$ cat config.mk
export PLATFORM = sky130hd
export DESIGN_NAME = escaping_byte_framer
export DESIGN_NICKNAME = d
export VERILOG_FILES = /design/src/rtl/framer_pkg.sv /design/src/rtl/framer_esc_class.sv /design/src/rtl/framer_align.sv /design/src/rtl/escaping_byte_framer.sv
export SDC_FILE = /design/constraint.sdc
export NUM_CORES = 1
export LEC_CHECK = 0
export BUFFER_PORTS_ARGS = -buffer_cell sky130_fd_sc_hd__buf_4
export CORE_MARGIN = 2
export CORE_UTILIZATION = 55
export CTS_BUF_LIST = sky130_fd_sc_hd__clkbuf_2 sky130_fd_sc_hd__clkbuf_4 sky130_fd_sc_hd__clkbuf_8
export DETAILED_ROUTE_END_ITERATION = 7
export PLACE_DENSITY = 0.89
export REMOVE_ABC_BUFFERS = 1
export SETUP_SLACK_MARGIN = 0.3
export SYNTH_ARGS = -nofsm -noshare
export SYNTH_HDL_FRONTEND = slang
export SYNTH_SLANG_ARGS = --single-unit
$ cat constraint.sdc
create_clock -name clk -period 5.3 [get_ports clk]
set_input_delay 1.06 -clock clk [delete_from_list [all_inputs] [get_ports clk]]
set_output_delay 1.06 -clock clk [all_outputs]
set_load 0.05 [all_outputs]
$ cat src/rtl/framer_pkg.sv
package framer_pkg;
  localparam logic [7:0] MK_START  = 8'h7A;
  localparam logic [7:0] MK_END    = 8'h7B;
  localparam logic [7:0] MK_CHAN   = 8'h7C;
  localparam logic [7:0] ESC_PKT   = 8'h7D;
  localparam logic [7:0] IDLE_CODE = 8'h4A;
  localparam logic [7:0] ESC_PHY   = 8'h4D;
  localparam logic [7:0] CHAN_ID   = 8'h00;
  localparam logic [7:0] FLIP_MASK = 8'h20;

  typedef enum logic [2:0] {
    ST_IDLE,
    ST_CHAN,
    ST_NUM,
    ST_BODY,
    ST_PAD,
    ST_LAST,
    ST_ESC
  } fr_state_t;
endpackage

$ cat src/rtl/framer_esc_class.sv
module framer_esc_class
  import framer_pkg::*;
(
  input  logic [7:0] byte_i,
  output logic       needs_esc,
  output logic [7:0] esc_char,
  output logic [7:0] flipped
);
  logic pkt_hit;
  logic phy_hit;

  always_comb begin
    pkt_hit = (byte_i == MK_START) || (byte_i == MK_END) ||
              (byte_i == MK_CHAN)  || (byte_i == ESC_PKT);
    phy_hit = (byte_i == IDLE_CODE) || (byte_i == ESC_PHY);
  end

  assign needs_esc = pkt_hit || phy_hit;
  assign esc_char  = phy_hit ? ESC_PHY : ESC_PKT;
  assign flipped   = byte_i ^ FLIP_MASK;
endmodule

$ cat src/rtl/framer_align.sv
module framer_align #(
  parameter int WORD_BYTES = 4,
  parameter int CW         = 2
) (
  input  logic [CW-1:0] cnt_i,
  input  logic          tail_esc,
  output logic [CW-1:0] pad_o
);
  generate
    if (WORD_BYTES > 1) begin : g_pad
      logic [CW-1:0] sum;
      logic [CW-1:0] tail_len;
      // tail = end marker + last byte, plus one when that byte is escaped
      assign tail_len = tail_esc ? CW'(3) : CW'(2);
      assign sum      = cnt_i + tail_len;
      assign pad_o    = ~sum + CW'(1);
    end else begin : g_nopad
      logic unused_ok;
      assign unused_ok = ^{cnt_i, tail_esc};
      assign pad_o     = '0;
    end
  endgenerate
endmodule

$ cat src/rtl/escaping_byte_framer.sv
module escaping_byte_framer
  import framer_pkg::*;
#(
  parameter int WORD_BYTES = 4
) (
  input  logic       clk,
  input  logic       rst,
  input  logic [7:0] in_data,
  input  logic       in_sop,
  input  logic       in_eop,
  input  logic       in_valid,
  output logic       in_ready,
  output logic [7:0] out_data,
  output logic       out_valid,
  input  logic       out_ready
);
  localparam int CW = (WORD_BYTES > 1) ? $clog2(WORD_BYTES) : 1;

  fr_state_t     st, nxt_st;
  logic [CW-1:0] cnt, pad_left, nxt_pad, pad_w;
  logic          esc_last, nxt_esc_last;
  logic [7:0]    data_q, nxt_byte;
  logic          valid_q;
  logic          adv, take, counted, restart;
  logic          needs_esc;
  logic [7:0]    esc_char, flipped;

  framer_esc_class u_cls (
    .byte_i    (in_data),
    .needs_esc (needs_esc),
    .esc_char  (esc_char),
    .flipped   (flipped)
  );

  framer_align #(.WORD_BYTES(WORD_BYTES), .CW(CW)) u_aln (
    .cnt_i    (cnt),
    .tail_esc (needs_esc),
    .pad_o    (pad_w)
  );

  assign adv = out_ready || !valid_q;

  always_comb begin
    nxt_st       = st;
    nxt_byte     = IDLE_CODE;
    nxt_pad      = pad_left;
    nxt_esc_last = esc_last;
    take         = 1'b0;
    counted      = 1'b0;
    restart      = 1'b0;
    unique case (st)
      ST_IDLE: begin
        if (in_valid && in_sop) begin
          nxt_byte = MK_START;
          restart  = 1'b1;
          nxt_st   = ST_CHAN;
        end else begin
          take = in_valid;
        end
      end
      ST_CHAN: begin
        nxt_byte = MK_CHAN;
        counted  = 1'b1;
        nxt_st   = ST_NUM;
      end
      ST_NUM: begin
        nxt_byte = CHAN_ID;
        counted  = 1'b1;
        nxt_st   = ST_BODY;
      end
      ST_BODY: begin
        if (in_valid) begin
          counted = 1'b1;
          if (in_eop) begin
            if (pad_w == '0) begin
              nxt_byte = MK_END;
              nxt_st   = ST_LAST;
            end else begin
              nxt_byte = IDLE_CODE;
              nxt_pad  = pad_w - CW'(1);
              nxt_st   = ST_PAD;
            end
          end else if (needs_esc) begin
            nxt_byte     = esc_char;
            nxt_esc_last = 1'b0;
            nxt_st       = ST_ESC;
          end else begin
            nxt_byte = in_data;
            take     = 1'b1;
          end
        end
      end
      ST_PAD: begin
        counted = 1'b1;
        if (pad_left == '0) begin
          nxt_byte = MK_END;
          nxt_st   = ST_LAST;
        end else begin
          nxt_byte = IDLE_CODE;
          nxt_pad  = pad_left - CW'(1);
        end
      end
      ST_LAST: begin
        if (in_valid) begin
          counted = 1'b1;
          if (needs_esc) begin
            nxt_byte     = esc_char;
            nxt_esc_last = 1'b1;
            nxt_st       = ST_ESC;
          end else begin
            nxt_byte = in_data;
            take     = 1'b1;
            nxt_st   = ST_IDLE;
          end
        end
      end
      ST_ESC: begin
        nxt_byte = flipped;
        take     = 1'b1;
        counted  = 1'b1;
        nxt_st   = esc_last ? ST_IDLE : ST_BODY;
      end
      default: nxt_st = ST_IDLE;
    endcase
  end

  assign in_ready = adv && take;

  always_ff @(posedge clk) begin
    if (rst) begin
      st       <= ST_IDLE;
      cnt      <= '0;
      pad_left <= '0;
      esc_last <= 1'b0;
      data_q   <= IDLE_CODE;
      valid_q  <= 1'b0;
    end else if (adv) begin
      st       <= nxt_st;
      pad_left <= nxt_pad;
      esc_last <= nxt_esc_last;
      data_q   <= nxt_byte;
      valid_q  <= 1'b1;
      if (restart)      cnt <= CW'(1);
      else if (counted) cnt <= cnt + CW'(1);
    end
  end

  assign out_data  = data_q;
  assign out_valid = valid_q;
endmodule

**After elaboration in Yosys (flattened, before gate mapping)**

Index checks and enable logic that the tools add are counted.

- Memories kept: 0
- Word-level logic and storage cells: 100
- Bits in latches: 0
- ROM bits: 0
- RAM bits: 0
- Output and inout bits: 10
- Register bits: 17

- Add/subtract/negate cells: 5
- $lt $le $gt $ge: 0
- Multiply operators: 0
- Div/mod/pow operators: 0
- Shifts and indexed selects: 0
- Bitwise operators: 2
- Equality and inequality tests: 23
- Reduce and logical (&&, ||, !) cells: 21
- Multiplexer cells: 43

Operators with widths:

| operator | count |
|---|---|
| 8-bit case mux with 7 select lines | 1 |
| 8-bit by 7-bit == test with 1-bit output (second input constant) | 6 |
| 8-bit 2-to-1 mux | 4 |
| 6-bit 2-to-1 mux | 4 |
| 3-bit 2-to-1 mux | 7 |
| 3-bit case mux with 7 select lines | 1 |
| 2-bit inequality test (second input constant) | 8 |
| 1-bit 2-to-1 mux | 15 |
| 2-bit 2-to-1 mux | 7 |
| 6-bit AND reduction | 2 |
| 3-bit == test (second input constant) | 3 |
| 7-bit AND reduction | 1 |
| 3-bit by 2-bit == test with 1-bit output (second input constant) | 2 |
| 1-bit logical OR | 6 |
| 2-bit nonzero test | 3 |
| 2-bit by 1-bit adder with 2-bit output (second input constant) | 2 |
| 2-bit logical NOT | 2 |
| 2-bit by 1-bit inequality test with 1-bit output (second input constant) | 2 |
| 1-bit case mux with 2 select lines | 2 |
| 1-bit case mux with 4 select lines | 1 |
| 2-bit case mux with 2 select lines | 1 |
| 4-bit OR reduction | 1 |
| 2-bit by 1-bit subtractor with 2-bit output (second input constant) | 2 |
| 3-bit by 1-bit == test with 1-bit output (second input constant) | 1 |
| 9 further kinds | 10 |

**Longest topological paths before layout**

- Word-level depth: 14
- Depth in mapped cells: 10

**By module**

From an unflattened synthesis, not the netlist that was laid out.

- Cell total of the unflattened synthesis: 177
- Area total of the unflattened synthesis: 1428.9 um^2

By module, submodules not included:

| module | area each (um^2) | cells an instance | times used | sequential area each (um^2) |
|---|---|---|---|---|
| escaping_byte_framer | 1222.4 | 151 | 1 | 340.3 |
| framer_esc_class | 171.4 | 24 | 1 | 0.0 |
| framer_align | 35.0 | 2 | 1 | 0.0 |

**Least setup slack after synthesis**

Ideal clock, no wire load.

- Path type: input-to-output
- From: in in_eop
- To: out in_ready
- Arrival: 2672 ps
- Stages: 3
- Data required time: 4240 ps
- Path buffers: 0
- Path slack: 1568 ps
- Cells stage by stage: or3b_4 > a221o_1 > a31oi_1

- Word-level cells in the longest chain between the ends: 4

RTL lines:

| item | RTL line | source |
|---|---|---|
| start: declaration | escaping_byte_framer.sv:10 | `input logic in_eop,` |
| 1-bit 2-to-1 mux | escaping_byte_framer.sv:74 | `if (in_eop) begin` |
| 1-bit 2-to-1 mux | escaping_byte_framer.sv:72 | `if (in_valid) begin` |
| 1-bit case mux with 4 select lines | escaping_byte_framer.sv:51 | `unique case (st)` |
| 1-bit logical AND | escaping_byte_framer.sv:127 | `assign in_ready = adv && take;` |
| end: declaration | escaping_byte_framer.sv:12 | `output logic in_ready,` |

No other way between the ends.

**Worst setup path after layout**

- From: reg st[2]
- To: out in_ready

- Word-level cells in the longest chain between the ends: 3
- Elaborated cells between the ends (all ways): 6
- Classes of those cells: eq/ne (3); mux (1); reduce/logical (2)

RTL lines:

| item | RTL line | source |
|---|---|---|
| start: declaration | escaping_byte_framer.sv:19 | `fr_state_t st, nxt_st;` |
| start signal: assignment | escaping_byte_framer.sv:138 | `st <= nxt_st;` |
| 3-bit == test, or another cell as far along | escaping_byte_framer.sv:51 |  |
| 1-bit case mux with 4 select lines (*) | escaping_byte_framer.sv:51 |  |
| 1-bit logical AND (*) | escaping_byte_framer.sv:127 |  |

Mark *: on every way between the ends. The rest lies on a longest branch, timed or not.

==> summary.md <==
| Metric | Value |
|---|---|
| Outcome | `completed` |
| Post-layout minimum cycle time | `3.551 ns` |
| 1st-pass router iterations | `4` |
| Required time of the critical path | `4.24 ns` |
| FMAX | `281.6 MHz` |
| Bufs on Longest Clock Path | `2` |
| First-pass GRT wire length | `6568 um` |
| DP HPWL | `2813 um` |
| Detailed Route Iter0 Violations | `60` |
| DIE AREA | `0.002972 mm^2` |
| Cts repair resizes | `0` |
| Most common cell after layout, fill and taps aside | `buf_4` |
| Top delay family on crit path | `flip-flops` |
| Max Cap Viol | `0` |
| ANT nets after route | `0` |
| Post-Layout Cell Count | `224` |
| Yosys Warn Count | `0` |
| Die width | `54.52 um` |
| Initial core utilization | `0.5719` |
| GRT Util Overall | `0.3024` |
| Total gr overflow | `0` |
| Die height | `54.52 um` |
| Final instance area | `0.001590 mm^2` |
| Leak | `0.0005979 uW` |
| Pre-CTS setup slack | `1.809 ns` |
| Final slew viol count | `0` |
| Routed Wire Length | `4002 um` |
| HP Class | `reg2reg` |
| Largest net degree at the start of global routing | `31` |
| Worst Path Buf+Inv | `1` |
| Inserted Clock Buffers | `3` |
| Vias/cell | `6.808` |
| Clk sink count | `17` |
| Hold buffer count at cts | `0` |
| Row cnt | `18` |
| Post-synth ARST share | `0` |
| Critical Path AT | `2.49 ns` |
| Wire per inst | `17.87 um` |
| Share of layout cells above drive strength 1 | `0.2010` |
| # port buffers | `23` |
| Crit-path max FO | `26` |
| Slowest cell on crit path | `dfxtp_1` |
| Unique cell type count in the Yosys netlist | `60` |
| TritonCTS clock tree | `yes` |
| Hold slack | `0.4742 ns` |
| Fillers | `223` |
| Number of synthesized flops with an enable pin | `0` |
| Final setup margin | `1.749 ns` |
| DRC | `0` |
| Gp weighted congestion | `0.8918` |
| Crit path kind | `reg2out` |
| Post-Syn Instances | `179` |
| Synth Area per Inst | `7.843 um^2` |
| Worst vdd ir | `0.2833 mV` |
| Unrepaired setup endpoints after global routing | `false` |
| CP endpoint kind | `primary output` |
| Setup Skew | `0.004377 ns` |
| Post-Place Cells | `220` |
| CP Launch Type | `register` |
| Endpoints failing setup | `0` |
| Core area | `0.002455 mm^2` |
| Cell Area, Synth | `0.001404 mm^2` |
| Diodes inserted | `0` |
| Initial antenna violation count | `0` |
| Nets | `211` |
| Worst-Margin Slew | `0.8562 ns` |
| Prevailing post-synth register cell | `dfxtp_1` |
| Clock Pin Slew Worst Setup and Hold Paths | `0.11 ns` |
| CP max stage delay | `0.90 ns` |
| Vias | `1,525` |
| Pwr Density | `466.1 mW/mm^2` |
| Setup repair bufs after CTS | `0` |
| Worst-skew pair later-pin latency | `0.29 ns` |
| Clock root cell | `clkbuf_4` |
| Final period utilization | `0.6701` |
| Synth Register Bits | `17` |
| Area growth, synth to finish | `13.28%` |
| Commonest cells after routing, fill and taps aside | `buf_4 (25), dfxtp_1 (17), nand2_1 (15)` |
| Rel. slew slack | `0.4284` |
| Final Hold Fails | `0` |
| Vias in the first global route | `1,392` |
| Post-DP Area | `0.001560 mm^2` |
| Io pins | `24` |
| Setup_tns | `0 ns` |
| Seq/Total Area, Yosys | `0.2424` |
| Crit-path cells | `nand2b_1 -> a221o_1 -> a31oi_1 -> buf_4` |
| H-Tree Depth | `1` |
-- power by group --
group          switching [uW]  leakage, uW  internal, uW
Sequential               36.5     0.000140           160
Clock                    45.9    0.0000184          34.4
Combinational             292     0.000440           173
Total                     375     0.000598           367
-- layout make-up --
class                      instances  area [um^2]  share of cell area
inverter                          10        37.54             0.02360
timing repair buffer              25        187.7              0.1180
sequential                        17        340.3              0.2140
clock buffer                       4        30.03             0.01888
multi-input combinational        138        957.2              0.6019
tap                               30        37.54             0.02360
-- cells by family (layout without fill, tap and decap cells) --
kind of cell             after synthesis  in the layout  synth area share
buffers and inverters                 24             39           0.07576
multiplexers                           1              1          0.007130
AND/OR/NAND/NOR                       66             66            0.2727
XOR/XNOR                               5              5           0.03120
flip-flops                            17             17            0.2424
adder cells (fa/ha/maj)                3              3           0.02495
AO/OA/AOI/OAI                         63             63            0.3458
-- worst register-to-register path: cells and delay by family (launching register included) --
kind / cells / cell delay [ns]
AOI/OAI and AO/OA: 3 / 0.86
DFF: 1 / 0.90
and+or+nand+nor: 1 / 0.46
-- routing by layer --
layer / up-vias / global-route usage / part of all wire
li1: 724 / - / -
met1: 721 / 0.4003 / 0.42
met2: 74 / 0.5060 / 0.50
met3: 6 / 0.05191 / 0.078
met4: 0 / 0.07500 / 0.0065
met5: - / 0 / 0
-- synthesized netlist by cell type, drive strengths merged, types with 4 or more instances --
master / number / area share
or2: 4 / 0.018
nand3b: 4 / 0.021
a211oi: 4 / 0.021
buf: 10 / 0.038
nor3: 10 / 0.047
o22ai: 4 / 0.018
nor2: 6 / 0.016
clkbuf: 4 / 0.011
nand2: 15 / 0.040
o21ai: 10 / 0.038
nand2b: 5 / 0.022
a21oi: 7 / 0.025
nand3: 8 / 0.029
inv: 10 / 0.027
dfxtp: 17 / 0.24
a2111oi: 4 / 0.039
a31oi: 5 / 0.022
-- final timing paths --
kind,startpoint,endpoint,slack [ns],depth (start not counted)
hold / removal,out_data[5],out_data[5],0.47,2
hold reg to reg,out_data[5],out_data[5],0.47,2
setup reg to reg,st[2],esc_last,3.00,4
setup / recovery,st[2],in_ready,1.75,4
-- metrics by stage --
stage | utilization | total power (uW)
finish | 0.6478 | 741.3
global route | 0.6478 | 795.9
global placement | 0.6356 | 642.9
floorplan | - | 527.8
detailed placement | 0.6356 | 654.0
CTS | 0.6478 | 731.9
-- sequential cells by signal, indices dropped and copies added (netlist names) --
| signal | cells |
|---|---|
| out_data | 8 |
| st | 3 |
| pad_left | 2 |
| cnt | 2 |
| out_valid | 1 |
| esc_last | 1 |
No activity file was read; power rests on OpenSTA's default activity.
